--- src/rtl/txd_dom_guard.sv ---
module txd_dom_guard #(
  parameter int TMO_TICKS   = 40000,
  parameter int REARM_TICKS = 10
) (
  input  logic clk,
  input  logic rst_n,
  input  logic tick,
  input  logic txd_in,
  input  logic norm_mode,
  input  logic uv_flag,
  input  logic bus_in,
  output logic drv_dom,
  output logic tmo_flag,
  output logic rxd_out
);
  localparam int LW = $clog2(TMO_TICKS + 1);
  localparam int HW = $clog2(REARM_TICKS + 1);
  localparam logic [LW-1:0] LO_MAX = LW'(TMO_TICKS);
  localparam logic [HW-1:0] HI_MAX = HW'(REARM_TICKS);

  logic          norm_q;
  logic          armed;
  logic [LW-1:0] lo_cnt;
  logic [HW-1:0] hi_cnt;

  wire lo_hit = tick && (lo_cnt == LO_MAX - LW'(1));
  wire hi_hit = tick && (hi_cnt == HI_MAX - HW'(1));

  always_ff @(posedge clk or negedge rst_n) begin
    if (!rst_n) begin
      norm_q   <= 1'b0;
      armed    <= 1'b0;
      tmo_flag <= 1'b0;
      lo_cnt   <= '0;
      hi_cnt   <= '0;
    end else if (!norm_mode) begin
      norm_q   <= 1'b0;
      armed    <= 1'b0;
      tmo_flag <= 1'b0;
      lo_cnt   <= '0;
      hi_cnt   <= '0;
    end else if (!norm_q) begin
      norm_q   <= 1'b1;
      armed    <= txd_in;
      tmo_flag <= 1'b0;
      lo_cnt   <= '0;
      hi_cnt   <= '0;
    end else if (!txd_in) begin
      hi_cnt <= '0;
      if (tick && lo_cnt != LO_MAX) lo_cnt <= lo_cnt + LW'(1);
      if (lo_hit) begin
        armed    <= 1'b0;
        tmo_flag <= 1'b1;
      end
    end else begin
      lo_cnt <= '0;
      if (tick && hi_cnt != HI_MAX) hi_cnt <= hi_cnt + HW'(1);
      if (hi_hit) begin
        armed    <= 1'b1;
        tmo_flag <= 1'b0;
      end
    end
  end

  assign drv_dom = norm_mode && norm_q && armed && !uv_flag && !txd_in;
  assign rxd_out = bus_in;

  AST_TMO_QUIET: assert property (@(posedge clk) disable iff (!rst_n)
    tmo_flag |-> !drv_dom);
  AST_FIRE_AT_LIMIT: assert property (@(posedge clk) disable iff (!rst_n)
    ($past(norm_mode) && $past(norm_q) && !$past(txd_in) && $past(tick)
     && $past(lo_cnt) == LO_MAX - LW'(1)) |-> tmo_flag);
  AST_LO_SAT: assert property (@(posedge clk) disable iff (!rst_n)
    lo_cnt <= LO_MAX);
  AST_REARM_NEEDS_HIGH: assert property (@(posedge clk) disable iff (!rst_n)
    $rose(armed) |-> $past(txd_in));
  AST_ENTRY_LOW_BLOCKS: assert property (@(posedge clk) disable iff (!rst_n)
    ($past(norm_mode) && !$past(norm_q) && !$past(txd_in)) |-> !drv_dom);
  AST_LEAVE_CLEARS: assert property (@(posedge clk) disable iff (!rst_n)
    !$past(norm_mode) |-> !tmo_flag);
endmodule

--- config.mk ---
export PLATFORM = sky130hd
export DESIGN_NAME = txd_dom_guard
export DESIGN_NICKNAME = d
export VERILOG_FILES = /design/src/rtl/txd_dom_guard.sv
export SDC_FILE = /design/constraint.sdc
export NUM_CORES = 1
export LEC_CHECK = 0
export ABC_AREA = 1
export BUFFER_PORTS_ARGS = -buffer_cell sky130_fd_sc_hd__buf_2
export CAP_MARGIN = 20
export CORE_MARGIN = 10
export CORE_UTILIZATION = 48
export DETAILED_ROUTE_END_ITERATION = 8
export GPL_ROUTABILITY_DRIVEN = 0
export GPL_TIMING_DRIVEN = 0
export PLACE_DENSITY = 0.66
export SYNTH_ARGS = -nofsm -noshare
export SYNTH_HDL_FRONTEND = slang
export SYNTH_SLANG_ARGS = --single-unit
--- constraint.sdc ---
create_clock -name clk -period 3.5 [get_ports clk]
set_clock_uncertainty 0.1 [all_clocks]
set_input_delay 0.7 -clock clk [delete_from_list [all_inputs] [get_ports clk]]
set_output_delay 0.7 -clock clk [all_outputs]
set_load 0.1 [all_outputs]
==> results of run 1 <==
[cell usage in the layout, fill, tap and decap left out, drive strengths merged]
master | synthesis | final
nand2 | 59 | 59
inv | 35 | 35
nor2 | 31 | 31
dfrtp | 23 | 23
nand3 | 17 | 17
o21ai | 14 | 14
buf | 3 | 11
nor3 | 7 | 7
ha | 5 | 5
a21oi | 5 | 5
clkbuf | 0 | 4
o21bai | 2 | 2
nand4 | 2 | 2
nor3b | 1 | 1
o21a | 1 | 1
o22ai | 1 | 1
nand3b | 1 | 1
xor2 | 1 | 1
[stage by stage]
stage / hold slack, ns / cell area, sq um
final: 0.252 / 1590
after global routing: 0.257 / 1590
after CTS: 0.258 / 1590
after detailed placement: 0.361 / 1570
after global placement: 0.350 / 1570
after floorplan: 0.304 / 1480
[critical path, delay by kind of cell]
family                 cells  cell delay [ns]
buffers and inverters      5             0.95
and+or+nand+nor            2             0.34
[where the power goes]
| part | switching, mW | internal [mW] | total (mW) |
|---|---|---|---|
| Sequential | 0.00796 | 0.274 | 0.282 |
| Clock | 0.0805 | 0.0444 | 0.125 |
| Combinational | 0.0479 | 0.0193 | 0.0672 |
[logic make-up after synthesis]
logic type               Yosys count  synth area share
adder cells (fa/ha/maj)            5            0.0423
buffers and inverters             38             0.109
XOR/XNOR                           1           0.00592
flip-flops                        23             0.389
AND/OR/NAND/NOR                  118             0.365
AO/OA/AOI/OAI                     23            0.0888
[sequential cells by signal (all words and copies together), names as in the netlist]
name / count
armed: 1
lo_cnt: 16
norm_q: 1
tmo_flag: 1
hi_cnt: 4
[routing by layer]
metal  vias up  GRT usage  wire, um
met3         5     0.0247       152
met2        20      0.208      1440
li1        675          -         -
met1       596      0.148      1370
met4         0     0.0412        31
met5         -          0         0
[worst max path at each step]
stage / slack, ns / endpoint / cells past startpoint / start
floorplan: 0.34 / drv_dom / 4 / txd_in
global placement: 0.72 / drv_dom / 7 / norm_mode
detailed placement: 0.70 / drv_dom / 7 / norm_mode
CTS: 0.69 / drv_dom / 7 / norm_mode
global route: 0.62 / drv_dom / 7 / norm_mode
finish: 0.71 / drv_dom / 7 / norm_mode
[layout make-up]
| cell class | instances | share of cell area |
|---|---|---|
| buffer | 3 | 0.0189 |
| clock buffer | 4 | 0.0165 |
| inverter | 35 | 0.0825 |
| multi-input combinational | 147 | 0.469 |
| sequential | 23 | 0.362 |
| tap | 33 | 0.0259 |
| timing repair buffer | 8 | 0.0252 |
==> flow_metrics.env, run 1 <==
export IMPL_cts_tree="done"
export IMPL_fin_crit_ns=2.79
export IMPL_crit_top_cell="buf_2"
export IMPL_h_tree_depth=1
export IMPL_ant_nets=0
export IMPL_worstMarginPinSlew_ns=0.535
export IMPL_path_max_fanout=10
export IMPL_worstPathArrival_ns=1.99
export IMPL_r2r_slack_ns=1.81
export IMPL_via_per_inst=5.12
export IMPL_area_growth_pct=7.61
export IMPL_worstPathRequired_ns=2.70
export IMPL_grt_pass1_vias=1278
export IMPL_dieArea_sq_um=5700
export IMPL_power_uw=474
export IMPL_multi_input_area_sq_um=747
export IMPL_place_ws_ns=0.702
export IMPL_drc=0
export IMPL_fin_crit_sh=0.798
export IMPL_yosysSeqAreaShare=0.389
export IMPL_cts_sinks=23
export IMPL_cp_end_kind="primary output"
export IMPL_relSlewSlack=0.643
export IMPL_post_cts_resized=0
export IMPL_cts_root_buffer="clkbuf_4"
export IMPL_hold_buffers=0
export IMPL_final_cells=253
export IMPL_slowest_stage="buf_2"
export IMPL_final_setup_tns_ns=0
export IMPL_syn_area_sq_um=1480
export IMPL_maxSlewViolCount=0
export IMPL_antenna_found_initial=0
export IMPL_die_h_um=75.5
export IMPL_timing_rr_start="lo_cnt[1]"
export IMPL_worst_setup_path_type="primary input to primary output"
export IMPL_yosys_cell_count_top_type="nand2_1"
export IMPL_overflow=0
export IMPL_drive_gt1_frac=0.159
export IMPL_r2r_cells=8
export IMPL_power_leakage_nw=0.720
export IMPL_synth_edff_count=0
export IMPL_max_stage_delay_ns=0.44
export IMPL_fin_ws_ns=0.708
export IMPL_hp_class="primary input to async pin"
export IMPL_p_per_area_nw_per_um2=298
export IMPL_core_area_sq_um=3000
export IMPL_synth_top_cell_area_share=0.389
export IMPL_cts_reportedPaths_clkPinSlew_ns=0.13
export IMPL_r2r_end="armed"
export IMPL_max_cap_violations=0
export IMPL_dp_cells=249
export IMPL_ys_ff_latch=23
export IMPL_hold_violations=0
export IMPL_synth_largest_area_cell="dfrtp_1"
export IMPL_rsz0062_at_grt="no"
export IMPL_crit_chain="buf_2 > inv_1 > nor3_4 > buf_6 > inv_2 > nor3b_2 > buf_2"
export IMPL_grt_pass1_wl_um=5510
export IMPL_synth_avg_cell_area_sq_um=7.11
export IMPL_synth_area_top_cells="dfrtp_1, nand2_1, inv_1"
export IMPL_run_status="completed"
export IMPL_synthFlopType="dfrtp_1"
export IMPL_synth_common_cells="nand2_1, inv_1, nor2_1"
export IMPL_dr_pass1_iters=4
export IMPL_ys_warn_count=0
export IMPL_syn_inst=208
export IMPL_diodes=0
export IMPL_io_buffer_count=8
export IMPL_insertion_delay_ns=0.30
export IMPL_syn_num_nets=220
export IMPL_drt_initial_drc_count=58
export IMPL_grt_max_degree=24
export IMPL_top_level_ports=10
export IMPL_utilization=0.530
export IMPL_ir_drop_mv=0.180
export IMPL_hpwl_um=2340
export IMPL_grt_usage=0.122
export IMPL_num_vias=1296
export IMPL_cts_buffers=3
export IMPL_die_w_um=75.5
export IMPL_setup_viol=0
export IMPL_row_count=20
export IMPL_drt_total_wl_um=2990
export IMPL_async_flop_share=1.00
export IMPL_n_fill_cell=293
export IMPL_crit_path_start_kind="primary input"
export IMPL_routedWlPerCell_um=11.8
export IMPL_regArea_sq_um=576
export IMPL_post_cts_buffers=0
export IMPL_initial_core_util=0.492
export IMPL_synth_cell_types=27
export IMPL_max_freq_ghz=0.358
export IMPL_finalNetCount=233
export IMPL_cts_buffer_depth=2
Note: power is estimated with default switching activity, not from simulation.
==> run 2: changes to the inputs <==
Settings changed: PLACE_DENSITY 0.66 to 0.68.
Clock period 3.5 ns to 2.3 ns, I/O delays scaled along.
==> run 2 against run 1 <==
  * The flow now finishes with violations (negative hold slack)
  * Combinational power grew 61%
  * Clock power grew 53%
  * Die area is the same
  * Register-to-register slack lost 1.2 ns
  * Final cell count grew 2.0%
  * Non-clock buffer count grew 5
  * Flip-flop and latch count is the same
  * Wire length shrank 2.0%
  * Utilization grew 2.2 points
  * Setup slack lost 0.58 ns
  * Count of clock-buffer cells in the layout shrank 1
  * Total power grew 54%
  * Critical path type is now flop to primary output
==> flow_metrics.env, run 2 (synthesized netlist as in run 1, its figures left out) <==
export IMPL_relSlewSlack=0.651
export IMPL_utilization=0.553
export IMPL_maxSlewViolCount=0
export IMPL_drive_gt1_frac=0.187
export IMPL_top_level_ports=10
export IMPL_run_status="finished with violations"
export IMPL_grt_pass1_wl_um=5330
export IMPL_drc=0
export IMPL_timing_rr_start="lo_cnt[1]"
export IMPL_slowest_stage="dfrtp_1"
export IMPL_cts_tree="done"
export IMPL_die_h_um=75.5
export IMPL_row_count=20
export IMPL_final_cells=258
export IMPL_power_switching_uw=211
export IMPL_worst_setup_path_type="flop to primary output"
export IMPL_max_flop_register="lo_cnt"
export IMPL_reg_top3="lo_cnt x16, hi_cnt x4"
export IMPL_power_share_clock=0.262
export IMPL_pwr_share_seq=0.590
export IMPL_num_vias=1304
export IMPL_initial_core_util=0.492
export IMPL_cts_buffer_depth=2
export IMPL_via_per_inst=5.05
export IMPL_fin_crit_sh=0.946
export IMPL_diodes=0
export IMPL_crit_path_start_kind="flop"
export IMPL_die_w_um=75.5
export IMPL_p_sw_frac=0.289
export IMPL_path_max_fanout=6
export IMPL_routedWlPerCell_um=11.4
export IMPL_h_tree_depth=1
export IMPL_cts_reportedPaths_clkPinSlew_ns=0.13
export IMPL_max_cap_violations=0
export IMPL_area_growth_pct=12.2
export IMPL_antenna_found_initial=0
export IMPL_r2r_end="armed"
export IMPL_largest_reg_flops=16
export IMPL_worstPathRequired_ns=1.74
export IMPL_placed_area_sq_um=1570
export IMPL_setup_viol=0
export IMPL_r2r_cells=8
export IMPL_dp_cells=249
export IMPL_max_stage_delay_ns=0.38
export IMPL_cp_end_kind="primary output"
export IMPL_hpwl_um=2230
export IMPL_hold_buffers=0
export IMPL_hold_violations=3
export IMPL_crit_start="norm_q"
export IMPL_drt_total_wl_um=2930
export IMPL_cts_root_buffer="clkbuf_4"
export IMPL_power_uw=728
export IMPL_max_freq_ghz=0.460
export IMPL_overflow=0
export IMPL_worstPathArrival_ns=1.62
export IMPL_io_buffer_count=8
export IMPL_stdcell_area_sq_um=1660
export IMPL_drt_initial_drc_count=84
export IMPL_grt_pass1_vias=1280
export IMPL_combinationalPowerShare=0.148
export IMPL_cts_buffers=3
export IMPL_grt_max_degree=24
export IMPL_finalNetCount=238
export IMPL_p_int_uw=517
export IMPL_ant_nets=0
export IMPL_final_common_cell="nand2_1"
export IMPL_dr_pass1_iters=4
export IMPL_ir_drop_mv=0.302
export IMPL_worstMarginPinSlew_ns=0.524
export IMPL_insertion_delay_ns=0.31
export IMPL_grt_usage=0.116
export IMPL_cts_sinks=23
export IMPL_power_leakage_nw=0.759
export IMPL_violations="negative hold slack"
export IMPL_hold_slack_ns=-0.000498
export IMPL_core_area_sq_um=3000
export IMPL_dieArea_sq_um=5700
export IMPL_p_per_area_nw_per_um2=439
export IMPL_hp_class="primary input to async pin"
export IMPL_fin_crit_ns=2.18
export IMPL_r2r_slack_ns=0.57
export IMPL_crit_chain="inv_2 > nor3_4 > buf_6 > inv_8 > nor3b_4 > buf_12"
export IMPL_layout_common_cells="nand2_1, inv_1, nor2_1"
## run 2: changes by cell type in the layout (fill, tap and decap cells not counted), sizes merged
cell,before,now
clkinv,0,1
clkbuf,4,3
buf,11,16
## run 2: through the flow
step	setup slack, ns	TNS [ns]	hold slack [ns]
floorplan	-0.0103	-0.0103	0.0644
global placement	-0.0207	-0.0207	0.351
detailed placement	-0.0202	-0.0202	0.354
CTS	0.0387	0	0.0185
global route	-0.0135	-0.0135	0.0178
finish	0.125	0	-0.000498
## run 2: how the worst max path moves through the flow
stage,end,cells after the start
global placement,drv_dom,7
detailed placement,drv_dom,7
floorplan,drv_dom,4
global route,drv_dom,6
finish,drv_dom,6
CTS,drv_dom,6
## run 2: layer usage
| metal | GRT usage | part of all wire |
|---|---|---|
| met1 | 0.144 | 0.48 |
| met2 | 0.201 | 0.47 |
| met3 | 0.0260 | 0.036 |
| met4 | 0.0247 | 0.0089 |
| met5 | 0 | 0 |
## run 2: worst max-delay path, delay by kind of cell, from the launching register on
| family | cells | cell delay (ns) |
|---|---|---|
| and+or+nand+nor | 2 | 0.45 |
| DFF | 1 | 0.38 |
| buffers and inverters | 4 | 0.46 |
## run 2: layout make-up
type / instances / area (sq um)
plain buffers: 3 / 30.0
fillers: 287 / 1340
clock inverters: 1 / 5.00
clock buffers: 3 / 22.5
inverters: 35 / 139
multi-input cells: 147 / 753
repair buffers: 13 / 92.6
flip-flops and latches: 23 / 576
well taps: 33 / 41.3
## run 2: power groups by stage
stage	Combinational (mW)	Clock [mW]	Sequential [mW]
5_1_grt	0.122	0.230	0.431
6_report	0.108	0.191	0.429
2_1_floorplan	0.0640	0	0.442
3_5_place_dp	0.102	0	0.437
3_3_place_gp	0.101	0	0.438
4_1_cts	0.103	0.204	0.430
## run 2: repair_timing
item	CTS	global route
setup buffers	0	5
pin swaps	1	2
endpoints found under the setup margin	1	1
gates resized for setup	4	4
==> run 3: changes to the inputs <==
Settings changed: CORE_UTILIZATION 48 to 40, PLACE_DENSITY 0.68 to default.
==> run 3 against run 2 <==
  * Worst hold slack better by 0.065 ns
  * Combinational power down 5%
  * Fmax grew 2.0%
  * Global-route usage shrank 1.4 points
  * Via count down 2.7%
  * Total power is 8.6% higher
  * Flip-flop and latch count unchanged
  * Clock power increased by 36%
  * The flow now finishes without violations
  * Highest routed layer unchanged
==> flow_metrics.env, run 3 (synthesized netlist as in run 1, its figures left out) <==
export IMPL_p_per_area_nw_per_um2=474
export IMPL_worstPathRequired_ns=1.74
export IMPL_placed_area_sq_um=1590
export IMPL_worst_setup_path_type="primary input to primary output"
export IMPL_cts_reportedPaths_clkPinSlew_ns=0.09
export IMPL_worstPathArrival_ns=1.57
export IMPL_num_vias=1269
export IMPL_via_per_inst=4.70
export IMPL_relSlewSlack=0.640
export IMPL_cts_sinks=23
export IMPL_hold_buffers=0
export IMPL_io_buffer_count=8
export IMPL_multi_input_area_sq_um=753
export IMPL_overflow=0
export IMPL_cts_buffer_depth=2
export IMPL_dr_pass1_iters=4
export IMPL_grt_pass1_wl_um=5390
export IMPL_hp_class="primary input to async pin"
export IMPL_slowest_stage="nor3_4"
export IMPL_drt_total_wl_um=2970
export IMPL_worstMarginPinSlew_ns=0.540
export IMPL_insertion_delay_ns=0.27
export IMPL_rsz0062_at_grt="no"
export IMPL_fin_crit_ns=2.13
export IMPL_area_growth_pct=12.7
export IMPL_fin_crit_sh=0.927
export IMPL_cts_tree="done"
export IMPL_routedWlPerCell_um=11.0
export IMPL_crit_chain="buf_2 > inv_1 > nor3_4 > buf_6 > inv_2 > nor3b_4 > buf_12"
export IMPL_die_w_um=80.8
export IMPL_max_stage_delay_ns=0.23
export IMPL_path_max_fanout=7
export IMPL_die_h_um=80.8
export IMPL_setup_viol=0
export IMPL_hold_violations=0
export IMPL_drive_gt1_frac=0.171
export IMPL_r2r_slack_ns=0.52
export IMPL_reg_top3="lo_cnt x16, hi_cnt x4"
export IMPL_n_fill_cell=385
export IMPL_drt_initial_drc_count=41
export IMPL_dieArea_sq_um=6530
export IMPL_crit_path_start_kind="primary input"
export IMPL_core_area_sq_um=3610
export IMPL_ir_drop_mv=0.416
export IMPL_power_leakage_nw=0.751
export IMPL_grt_max_degree=24
export IMPL_max_flop_register="lo_cnt"
export IMPL_top_level_ports=10
export IMPL_place_ws_ns=-0.0323
export IMPL_max_cap_violations=0
export IMPL_max_freq_ghz=0.469
export IMPL_r2r_cells=8
export IMPL_ant_nets=0
export IMPL_cp_end_kind="primary output"
export IMPL_hpwl_um=2260
export IMPL_diodes=0
export IMPL_row_count=22
export IMPL_largest_reg_flops=16
export IMPL_final_common_cell="nand2_1"
export IMPL_cts_root_buffer="clkbuf_8"
export IMPL_grt_usage=0.102
export IMPL_drc=0
export IMPL_antenna_found_initial=0
export IMPL_finalNetCount=235
export IMPL_maxSlewViolCount=0
export IMPL_layout_common_cells="nand2_1, inv_1, nor2_1"
export IMPL_fin_ws_ns=0.168
export IMPL_run_status="completed"
export IMPL_grt_pass1_vias=1194
export IMPL_cts_buffers=3
export IMPL_h_tree_depth=1
export IMPL_regArea_sq_um=576
export IMPL_stdcell_area_sq_um=1670
export IMPL_initial_core_util=0.410
-- run 3: worst max-delay path, delay by kind of cell --
kind	cells	cell delay, ns
buffers and inverters	5	0.65
and+or+nand+nor	2	0.45
-- run 3: cell type report --
type / count / area share
inverters: 35 / 0.0788
well taps: 48 / 0.0360
clock inverters: 1 / 0.00300
repair buffers: 10 / 0.0420
multi-input cells: 147 / 0.452
clock buffers: 3 / 0.0248
flip-flops and latches: 23 / 0.345
plain buffers: 3 / 0.0180
-- run 3: path summary, 6_finish.rpt --
check,from,end
worst max register to register,lo_cnt[1],armed
worst min-delay path,rst_n,lo_cnt[0]
worst min register to register,armed,armed
worst max-delay path,norm_mode,drv_dom
min in group clk,norm_mode,norm_q
max in group asynchronous,rst_n,norm_q
-- run 3: stage by stage --
step / hold WS, ns / power, mW / cells / setup TNS, ns / util
5_1_grt: 0.0881 / 0.840 / 270 / 0 / 0.462
6_report: 0.0643 / 0.791 / 270 / 0 / 0.462
2_1_floorplan: 0.0644 / 0.506 / 208 / -0.0103 / -
4_1_cts: 0.0760 / 0.802 / 268 / 0 / 0.456
3_5_place_dp: 0.360 / 0.539 / 264 / -0.0323 / 0.441
3_3_place_gp: 0.359 / 0.539 / 264 / -0.0267 / 0.441
-- run 3: layer usage --
| layer | GRT usage | share of wire |
|---|---|---|
| met3 | 0.0188 | 0.031 |
| met2 | 0.162 | 0.46 |
| met5 | 0 | 0 |
| met1 | 0.136 | 0.49 |
| met4 | 0.0363 | 0.012 |
-- run 3: where the power goes --
part | switching, mW | internal, mW
Sequential | 0.0117 | 0.417
Combinational | 0.0716 | 0.0319
Clock | 0.138 | 0.121
Total | 0.221 | 0.570
-- run 3: what timing repair did --
action	4_1_cts	5_1_grt
setup buffers	0	2
resized for setup	2	2
pin swaps	0	1
endpoints found under the setup margin	1	1
